<file path="src/rtl/beat_seq_pkg.sv">
package beat_seq_pkg;

  typedef enum logic {ST_IDLE, ST_RUN} seq_state_e;

  function automatic logic size_legal(input logic [3:0] sz);
    return (sz == 4'd1) || (sz == 4'd2) || (sz == 4'd3) ||
           (sz == 4'd4) || (sz == 4'd8);
  endfunction

  function automatic logic [7:0] size_mask(input logic [3:0] sz);
    logic [7:0] m;
    m = 8'h00;
    for (int i = 0; i < 8; i++) begin
      if (4'(i) < sz) m[i] = 1'b1;
    end
    return m;
  endfunction

  function automatic logic fits_lanes(input logic [3:0] off,
                                      input logic [3:0] sz,
                                      input logic [3:0] width);
    return (5'(off) + 5'(sz)) <= 5'(width);
  endfunction

endpackage

</file>
<file path="src/rtl/beat_req_decode.sv">
module beat_req_decode
  import beat_seq_pkg::*;
#(
  parameter int ADDR_W     = 32,
  parameter int LINE_BYTES = 32,
  parameter int IDX_W      = 3
) (
  input  logic              wide,
  input  logic [ADDR_W-1:0] addr,
  input  logic [3:0]        size,
  input  logic              burst,
  output logic              err,
  output logic [7:0]        lanes,
  output logic [IDX_W-1:0]  last_idx,
  output logic [1:0]        step_lg,
  output logic [ADDR_W-1:0] start
);

  localparam int WIDE_BEATS   = LINE_BYTES / 8;
  localparam int NARROW_BEATS = LINE_BYTES / 4;
  localparam logic [ADDR_W-1:0] LINE_MASK = ADDR_W'(LINE_BYTES - 1);

  logic [3:0] wide_off;
  logic [3:0] narrow_off;
  logic [7:0] mask;
  logic       sz_ok;

  assign wide_off   = {1'b0, addr[2:0]};
  assign narrow_off = {2'b00, addr[1:0]};
  assign mask       = size_mask(size);
  assign sz_ok      = size_legal(size);

  always_comb begin
    err      = 1'b0;
    lanes    = 8'h00;
    last_idx = '0;
    step_lg  = 2'd3;
    start    = addr;
    if (burst) begin
      start    = addr & ~LINE_MASK;
      lanes    = wide ? 8'hFF : 8'h0F;
      step_lg  = wide ? 2'd3 : 2'd2;
      last_idx = wide ? IDX_W'(WIDE_BEATS - 1) : IDX_W'(NARROW_BEATS - 1);
    end else if (!sz_ok) begin
      err = 1'b1;
    end else if (wide) begin
      if (fits_lanes(wide_off, size, 4'd8)) lanes = mask << wide_off;
      else err = 1'b1;
    end else if (size == 4'd8) begin
      step_lg = 2'd2;
      if (addr[2:0] == 3'd0) begin
        lanes    = 8'h0F;
        last_idx = IDX_W'(1);
      end else begin
        err = 1'b1;
      end
    end else begin
      step_lg = 2'd2;
      if (fits_lanes(narrow_off, size, 4'd4)) lanes = mask << narrow_off;
      else err = 1'b1;
    end
  end

endmodule

</file>
<file path="src/rtl/beat_track.sv">
module beat_track
  import beat_seq_pkg::*;
#(
  parameter int IDX_W = 3
) (
  input  logic             clk,
  input  logic             rst_n,
  input  logic             load,
  input  logic [IDX_W-1:0] load_last,
  output logic             active,
  output logic [IDX_W-1:0] idx,
  output logic             at_last
);

  seq_state_e       state;
  logic [IDX_W-1:0] last_q;

  assign active  = (state == ST_RUN);
  assign at_last = active && (idx == last_q);

  always_ff @(posedge clk) begin
    if (!rst_n) begin
      state  <= ST_IDLE;
      idx    <= '0;
      last_q <= '0;
    end else if (load) begin
      state  <= ST_RUN;
      idx    <= '0;
      last_q <= load_last;
    end else if (at_last) begin
      state <= ST_IDLE;
      idx   <= '0;
    end else if (active) begin
      idx <= idx + IDX_W'(1);
    end
  end

  assert_idx_bound_R5: assert property (@(posedge clk) disable iff (!rst_n)
    active |-> (idx <= last_q));

  assert_step_one_R10: assert property (@(posedge clk) disable iff (!rst_n)
    (active && !at_last) |=> (active && idx == $past(idx) + IDX_W'(1)));

endmodule

</file>
<file path="src/rtl/beat_addr_gen.sv">
module beat_addr_gen #(
  parameter int ADDR_W = 32,
  parameter int IDX_W  = 3
) (
  input  logic              clk,
  input  logic              rst_n,
  input  logic              load,
  input  logic              wide,
  input  logic [ADDR_W-1:0] start,
  input  logic [1:0]        step_lg,
  input  logic [7:0]        lanes,
  input  logic              active,
  input  logic [IDX_W-1:0]  idx,
  output logic [ADDR_W-1:0] addr_out,
  output logic [7:0]        lanes_out
);

  logic [ADDR_W-1:0] base_q;
  logic [1:0]        step_q;
  logic [7:0]        lanes_q;
  logic              wide_q;

  always_ff @(posedge clk) begin
    if (!rst_n) begin
      base_q  <= '0;
      step_q  <= 2'd3;
      lanes_q <= 8'h00;
      wide_q  <= 1'b1;
    end else if (load) begin
      base_q  <= start;
      step_q  <= step_lg;
      lanes_q <= lanes;
      wide_q  <= wide;
    end
  end

  assign addr_out  = active ? (base_q + (ADDR_W'(idx) << step_q)) : '0;
  assign lanes_out = active ? lanes_q : 8'h00;

  assert_narrow_lanes_R3: assert property (@(posedge clk) disable iff (!rst_n)
    (active && !wide_q) |-> (lanes_out[7:4] == 4'h0));

  assert_some_lane_R2: assert property (@(posedge clk) disable iff (!rst_n)
    active |-> (lanes_out != 8'h00));

endmodule

</file>
<file path="src/rtl/beat_sequencer.sv">
module beat_sequencer
  import beat_seq_pkg::*;
#(
  parameter int ADDR_W     = 32,
  parameter int LINE_BYTES = 32,
  localparam int IDX_W     = $clog2(LINE_BYTES / 4)
) (
  input  logic              clk,
  input  logic              rst_n,
  input  logic              bus_wide,
  input  logic              req_valid,
  input  logic [ADDR_W-1:0] req_addr,
  input  logic [3:0]        req_size,
  input  logic              req_burst,
  output logic              req_ready,
  output logic              beat_valid,
  output logic [ADDR_W-1:0] beat_addr,
  output logic [7:0]        beat_lanes,
  output logic [IDX_W-1:0]  beat_idx,
  output logic              beat_last,
  output logic              done,
  output logic              req_err
);

  logic              dec_err;
  logic [7:0]        dec_lanes;
  logic [IDX_W-1:0]  dec_last;
  logic [1:0]        dec_step;
  logic [ADDR_W-1:0] dec_start;
  logic              accept_fire;
  logic              load_fire;
  logic              active;
  logic              at_last;

  beat_req_decode #(.ADDR_W(ADDR_W), .LINE_BYTES(LINE_BYTES), .IDX_W(IDX_W)) u_dec (
    .wide     (bus_wide),
    .addr     (req_addr),
    .size     (req_size),
    .burst    (req_burst),
    .err      (dec_err),
    .lanes    (dec_lanes),
    .last_idx (dec_last),
    .step_lg  (dec_step),
    .start    (dec_start)
  );

  assign req_ready   = !active || at_last;
  assign accept_fire = req_valid && req_ready;
  assign load_fire   = accept_fire && !dec_err;

  beat_track #(.IDX_W(IDX_W)) u_trk (
    .clk       (clk),
    .rst_n     (rst_n),
    .load      (load_fire),
    .load_last (dec_last),
    .active    (active),
    .idx       (beat_idx),
    .at_last   (at_last)
  );

  beat_addr_gen #(.ADDR_W(ADDR_W), .IDX_W(IDX_W)) u_agen (
    .clk       (clk),
    .rst_n     (rst_n),
    .load      (load_fire),
    .wide      (bus_wide),
    .start     (dec_start),
    .step_lg   (dec_step),
    .lanes     (dec_lanes),
    .active    (active),
    .idx       (beat_idx),
    .addr_out  (beat_addr),
    .lanes_out (beat_lanes)
  );

  assign beat_valid = active;
  assign beat_last  = at_last;

  always_ff @(posedge clk) begin
    if (!rst_n) begin
      done    <= 1'b0;
      req_err <= 1'b0;
    end else begin
      done    <= at_last;
      req_err <= accept_fire && dec_err;
    end
  end

  assert_last_in_beat_R5: assert property (@(posedge clk) disable iff (!rst_n)
    beat_last |-> beat_valid);

  assert_done_after_last_R6: assert property (@(posedge clk) disable iff (!rst_n)
    done |-> $past(beat_last));

  assert_ready_window_R7: assert property (@(posedge clk) disable iff (!rst_n)
    (beat_valid && !beat_last) |-> !req_ready);

  assert_err_from_accept_R8: assert property (@(posedge clk) disable iff (!rst_n)
    req_err |-> ($past(accept_fire) && !beat_valid));

  assert_first_beat_R10: assert property (@(posedge clk) disable iff (!rst_n)
    load_fire |=> (beat_valid && beat_idx == '0));

endmodule

</file>
<file path="config.mk">
export PLATFORM = sky130hd
export DESIGN_NAME = beat_sequencer
export DESIGN_NICKNAME = d
export VERILOG_FILES = /design/src/rtl/beat_seq_pkg.sv /design/src/rtl/beat_req_decode.sv /design/src/rtl/beat_track.sv /design/src/rtl/beat_addr_gen.sv /design/src/rtl/beat_sequencer.sv
export SDC_FILE = /design/constraint.sdc
export NUM_CORES = 1
export LEC_CHECK = 0
export BUFFER_PORTS_ARGS = -buffer_cell sky130_fd_sc_hd__buf_2
export CAP_MARGIN = 20
export CORE_MARGIN = 5
export CORE_UTILIZATION = 45
export CTS_BUF_LIST = sky130_fd_sc_hd__clkbuf_16
export CTS_CLUSTER_DIAMETER = 60
export CTS_CLUSTER_SIZE = 14
export DETAILED_ROUTE_END_ITERATION = 8
export PLACE_DENSITY = 0.79
export SLEW_MARGIN = 20
export SYNTH_ARGS = -nofsm -noshare
export SYNTH_HDL_FRONTEND = slang
export SYNTH_HIERARCHICAL = 1
export SYNTH_SLANG_ARGS = --single-unit
</file>
<file path="constraint.sdc">
create_clock -name clk -period 7.1 [get_ports clk]
set_input_delay 1.065 -clock clk [delete_from_list [all_inputs] [get_ports clk]]
set_output_delay 1.065 -clock clk [all_outputs]
set_load 0.03 [all_outputs]
</file>
==> impl_metrics.yaml <==
run_status:
  status: "finished clean"
yosys:
  syn_area_um2: 4101
  synth_cell_type_count: 64
  yosysWarnings: 6
  synth_flop_cell: "dfxtp_1"
  ys_seq_area_share_pct: 24.89
  yosys_register_bits: 51
  ys_async_sr_fraction_pct: 0
  syn_avg_cell_area_um2: 8.336
  synth_nets: 546
  synth_top_cell_area_share_pct: 24.89
  synth_edf_count: 0
  synthCells: 492
  synth_top_area_cell: "dfxtp_1"
  synthTopCellsByArea: "dfxtp_1 (25%), mux2i_1 (12%), nor2b_1 (7.9%)"
worst_setup_path:
  r2r_slack_ns: 4.27
  rr_endpoint: "u_agen/lanes_q[7]"
  rr_startpoint: "u_trk/idx[0]"
  max_stage_delay_ns: 0.77
  worstPathRequired_ns: 6.03
  start_kind: "register"
  crit_type: "register to primary output"
  path_cells: "mux2i_1 -> mux2i_1 -> ha_1 -> o211ai_1 -> o211ai_1 -> nand3_1 -> or4_1 -> a21oi_1 -> buf_2"
  crit_slowest_cell: "o211ai_1"
  path_max_fanout: 12
  critical_path_arrival_ns: 3.62
  r2r_cells: 8
  critPathCaptureType: "primary output"
drt:
  drcViolationCount: 0
  drtPass1Iterations: 5
  wl_um: 9981
  vias_per_cell: 5.607
  wire_per_inst_um: 15.57
  detail-route-antenna-nets: 0
  drtIter0Drc: 235
  vias: 3594
power_and_ir_drop:
  power_density_nw_per_um2: 160.9
  comb_power_share_pct: 21.8
  internal-power_w: 0.0005042
  total_power_w: 0.0007289
  p_sw_share_pct: 30.82
  ir_worst_vdd_v: 0.00009103
  clockPowerShare_pct: 34.4
  leakage_nw: 1.812
  power_switching_w: 0.0002246
  p_seq_share_pct: 43.8
clock_network:
  numCtsBuffers: 5
  post-cts-setup-buffers: 0
  postCtsHoldBufs: 0
  htreeDepth: 2
  cts_root_buffer: "clkbuf_16"
  cts_resized: 0
  clockBufferDepth: 2
  tritoncts: "built"
  clk_latency_ns: 0.29
  clock_sinks: 51
  path_clk_slew_ns: 0.07
place:
  io_buffer_count: 88
  place_hpwl_um: 7474
  place.gp.congestion: 0.9181
  placed_area_um2: 4370
die:
  start_util_pct: 46.58
  coreArea_um2: 8806
  die_area_um2: 11120
  io_pins: 89
  dieWidth_um: 105.5
  rows: 34
  die_y_um: 105.5
global_routing:
  grt-ovfl-total: 0
  grt_pass1_vias: 3389
  track_usage_pct: 17.58
  grt_pass1_wl_um: 16570
  grt_max_degree: 52
  antenna_found_initial: 0
hold_path:
  hold_depth: 2
  min_to: "u_agen/lanes_q[0]"
  min_from: "u_agen/lanes_q[0]"
  hp-class: "register to register"
sta:
  fin_worst_skew_ns: 0.007111
  slew_viol_final: 0
  clock.fmax_mhz: 213.3
  timing.final.crit_share_pct: 66.02
  max-slew-margin-rel_pct: 25.03
  worst_pin_slew_ns: 1.120
  tns_ns: 0
  setup_violations: 0
  rsz0062_at_grt: "false"
  final_hold_viol_count: 0
  period_needed_ns: 4.687
final_layout:
  final_area_um2: 4531
  syn2layout_area_growth_pct: 10.46
  fin_nets: 586
  postLayoutCoreUtil_pct: 51.45
  antenna_cells: 0
  layout-drive-gt1-share_pct: 23.26
run:
  drv_cap: 0
[cell type report]
type / count / area (µm²)
well taps: 108 / 135.1
fillers: 824 / 4275
flip-flops and latches: 51 / 1021
inverters: 16 / 60.06
multi-input cells: 368 / 2708
repair buffers: 90 / 455.4
clock buffers: 5 / 125.1
clock inverters: 3 / 26.28
[worst max-delay path, delay by kind of cell, from the launching register on]
| kind | cells | cell delay [ns] |
|---|---|---|
| adders and majority gates | 1 | 0.36 |
| DFF | 1 | 0.46 |
| buffers and inverters | 1 | 0.24 |
| AOI/OAI and AO/OA | 3 | 1.07 |
| muxes | 2 | 0.40 |
| and+or+nand+nor | 2 | 0.79 |
[worst max-delay path by stage]
stage / start / endpoint / slack [ns]
global placement: req_addr[0] / u_agen/step_q[0] / 2.63
finish: u_agen/step_q[0] / beat_addr[29] / 2.41
global route: u_agen/step_q[0] / beat_addr[29] / 2.10
CTS: u_agen/step_q[0] / beat_addr[29] / 2.43
detailed placement: req_addr[0] / u_agen/lanes_q[7] / 2.51
floorplan: req_addr[1] / u_agen/step_q[0] / 2.98
[registers in the layout, summed over array words and instances (netlist names)]
| signal | flops |
|---|---|
| u_agen/base_q | 32 |
| u_agen/lanes_q | 8 |
| u_trk/idx | 3 |
| u_trk/last_q | 3 |
| u_agen/step_q | 2 |
| done | 1 |
| req_err | 1 |
| u_trk/active | 1 |
[layer usage]
metal  GRT usage [%]  vias up  routed length [µm]
li1                -     1761                   -
met1           23.33     1667                4386
met2           28.73      152                4681
met3           3.362       14                 730
met4           5.717        0                 182
met5               0        -                   0
[power groups by stage]
| stage | Combinational, W | Clock, W | Sequential (W) |
|---|---|---|---|
| 2_1_floorplan | 0.000130 | 0 | 0.000322 |
| 5_1_grt | 0.000175 | 0.000270 | 0.000322 |
| 3_3_place_gp | 0.000154 | 0 | 0.000324 |
| 3_5_place_dp | 0.000158 | 0 | 0.000325 |
| 4_1_cts | 0.000159 | 0.000258 | 0.000319 |
| 6_report | 0.000159 | 0.000251 | 0.000319 |
[stage by stage]
stage | setup slack [ns] | hold slack (ns) | cells
after CTS | 2.434 | 0.5289 | 641
final | 2.413 | 0.5233 | 641
after floorplan | 2.981 | 0.4737 | 492
after global routing | 2.101 | 0.5645 | 641
after global placement | 2.635 | 0.4917 | 633
after detailed placement | 2.509 | 0.5036 | 633
[cells in the final DEF, fill, tap and decap left out, types with 7 or more instances in the layout]
cell / n
xnor2_1: 17
and3_1: 7
nand3_1: 16
mux2i_1: 48
nor2_1: 43
xor2_1: 13
a21oi_1: 10
dfxtp_1: 51
nand2_1: 20
nor2b_1: 52
nand4_1: 9
inv_1: 16
o21ai_0: 10
and2_1: 14
ha_1: 11
buf_2: 88
nor3_1: 8
[synthesized netlist by cell type (2+ instances only)]
cell type,n
a31oi_1,2
nor3_2,2
o31ai_1,3
and4_1,4
xnor2_1,17
nand2_1,20
buf_4,29
nand4_1,9
dfxtp_1,51
inv_1,16
a21o_2,2
a21o_1,6
buf_2,4
buf_1,6
or3_1,2
nor2_1,43
and4b_1,2
nor4_4,2
and3_1,7
o211ai_1,2
or2_2,4
nor4_1,2
a2111oi_2,6
clkbuf_1,18
o22ai_1,2
ha_1,11
fa_1,2
xor2_1,13
nand3_1,16
or4_1,2
a2111oi_0,3
a211oi_1,6
nor3_1,8
a21oi_1,10
o21ai_0,10
nand3b_1,5
and2_1,14
nand2b_1,5
mux2i_1,48
nor2b_1,52
o21a_1,3
[cell families after synthesis]
logic type | Yosys count | share of synthesized area (%)
AOI/OAI and AO/OA | 64 | 12.54
xor gates and xnor gates | 30 | 6.406
adders and majority gates | 14 | 4.576
buffers and inverters | 73 | 9.457
DFF | 51 | 24.89
muxes | 48 | 11.71
other | 1 | 0.09143
and+or+nand+nor | 211 | 30.32
No activity file was read; power rests on OpenSTA's default activity.
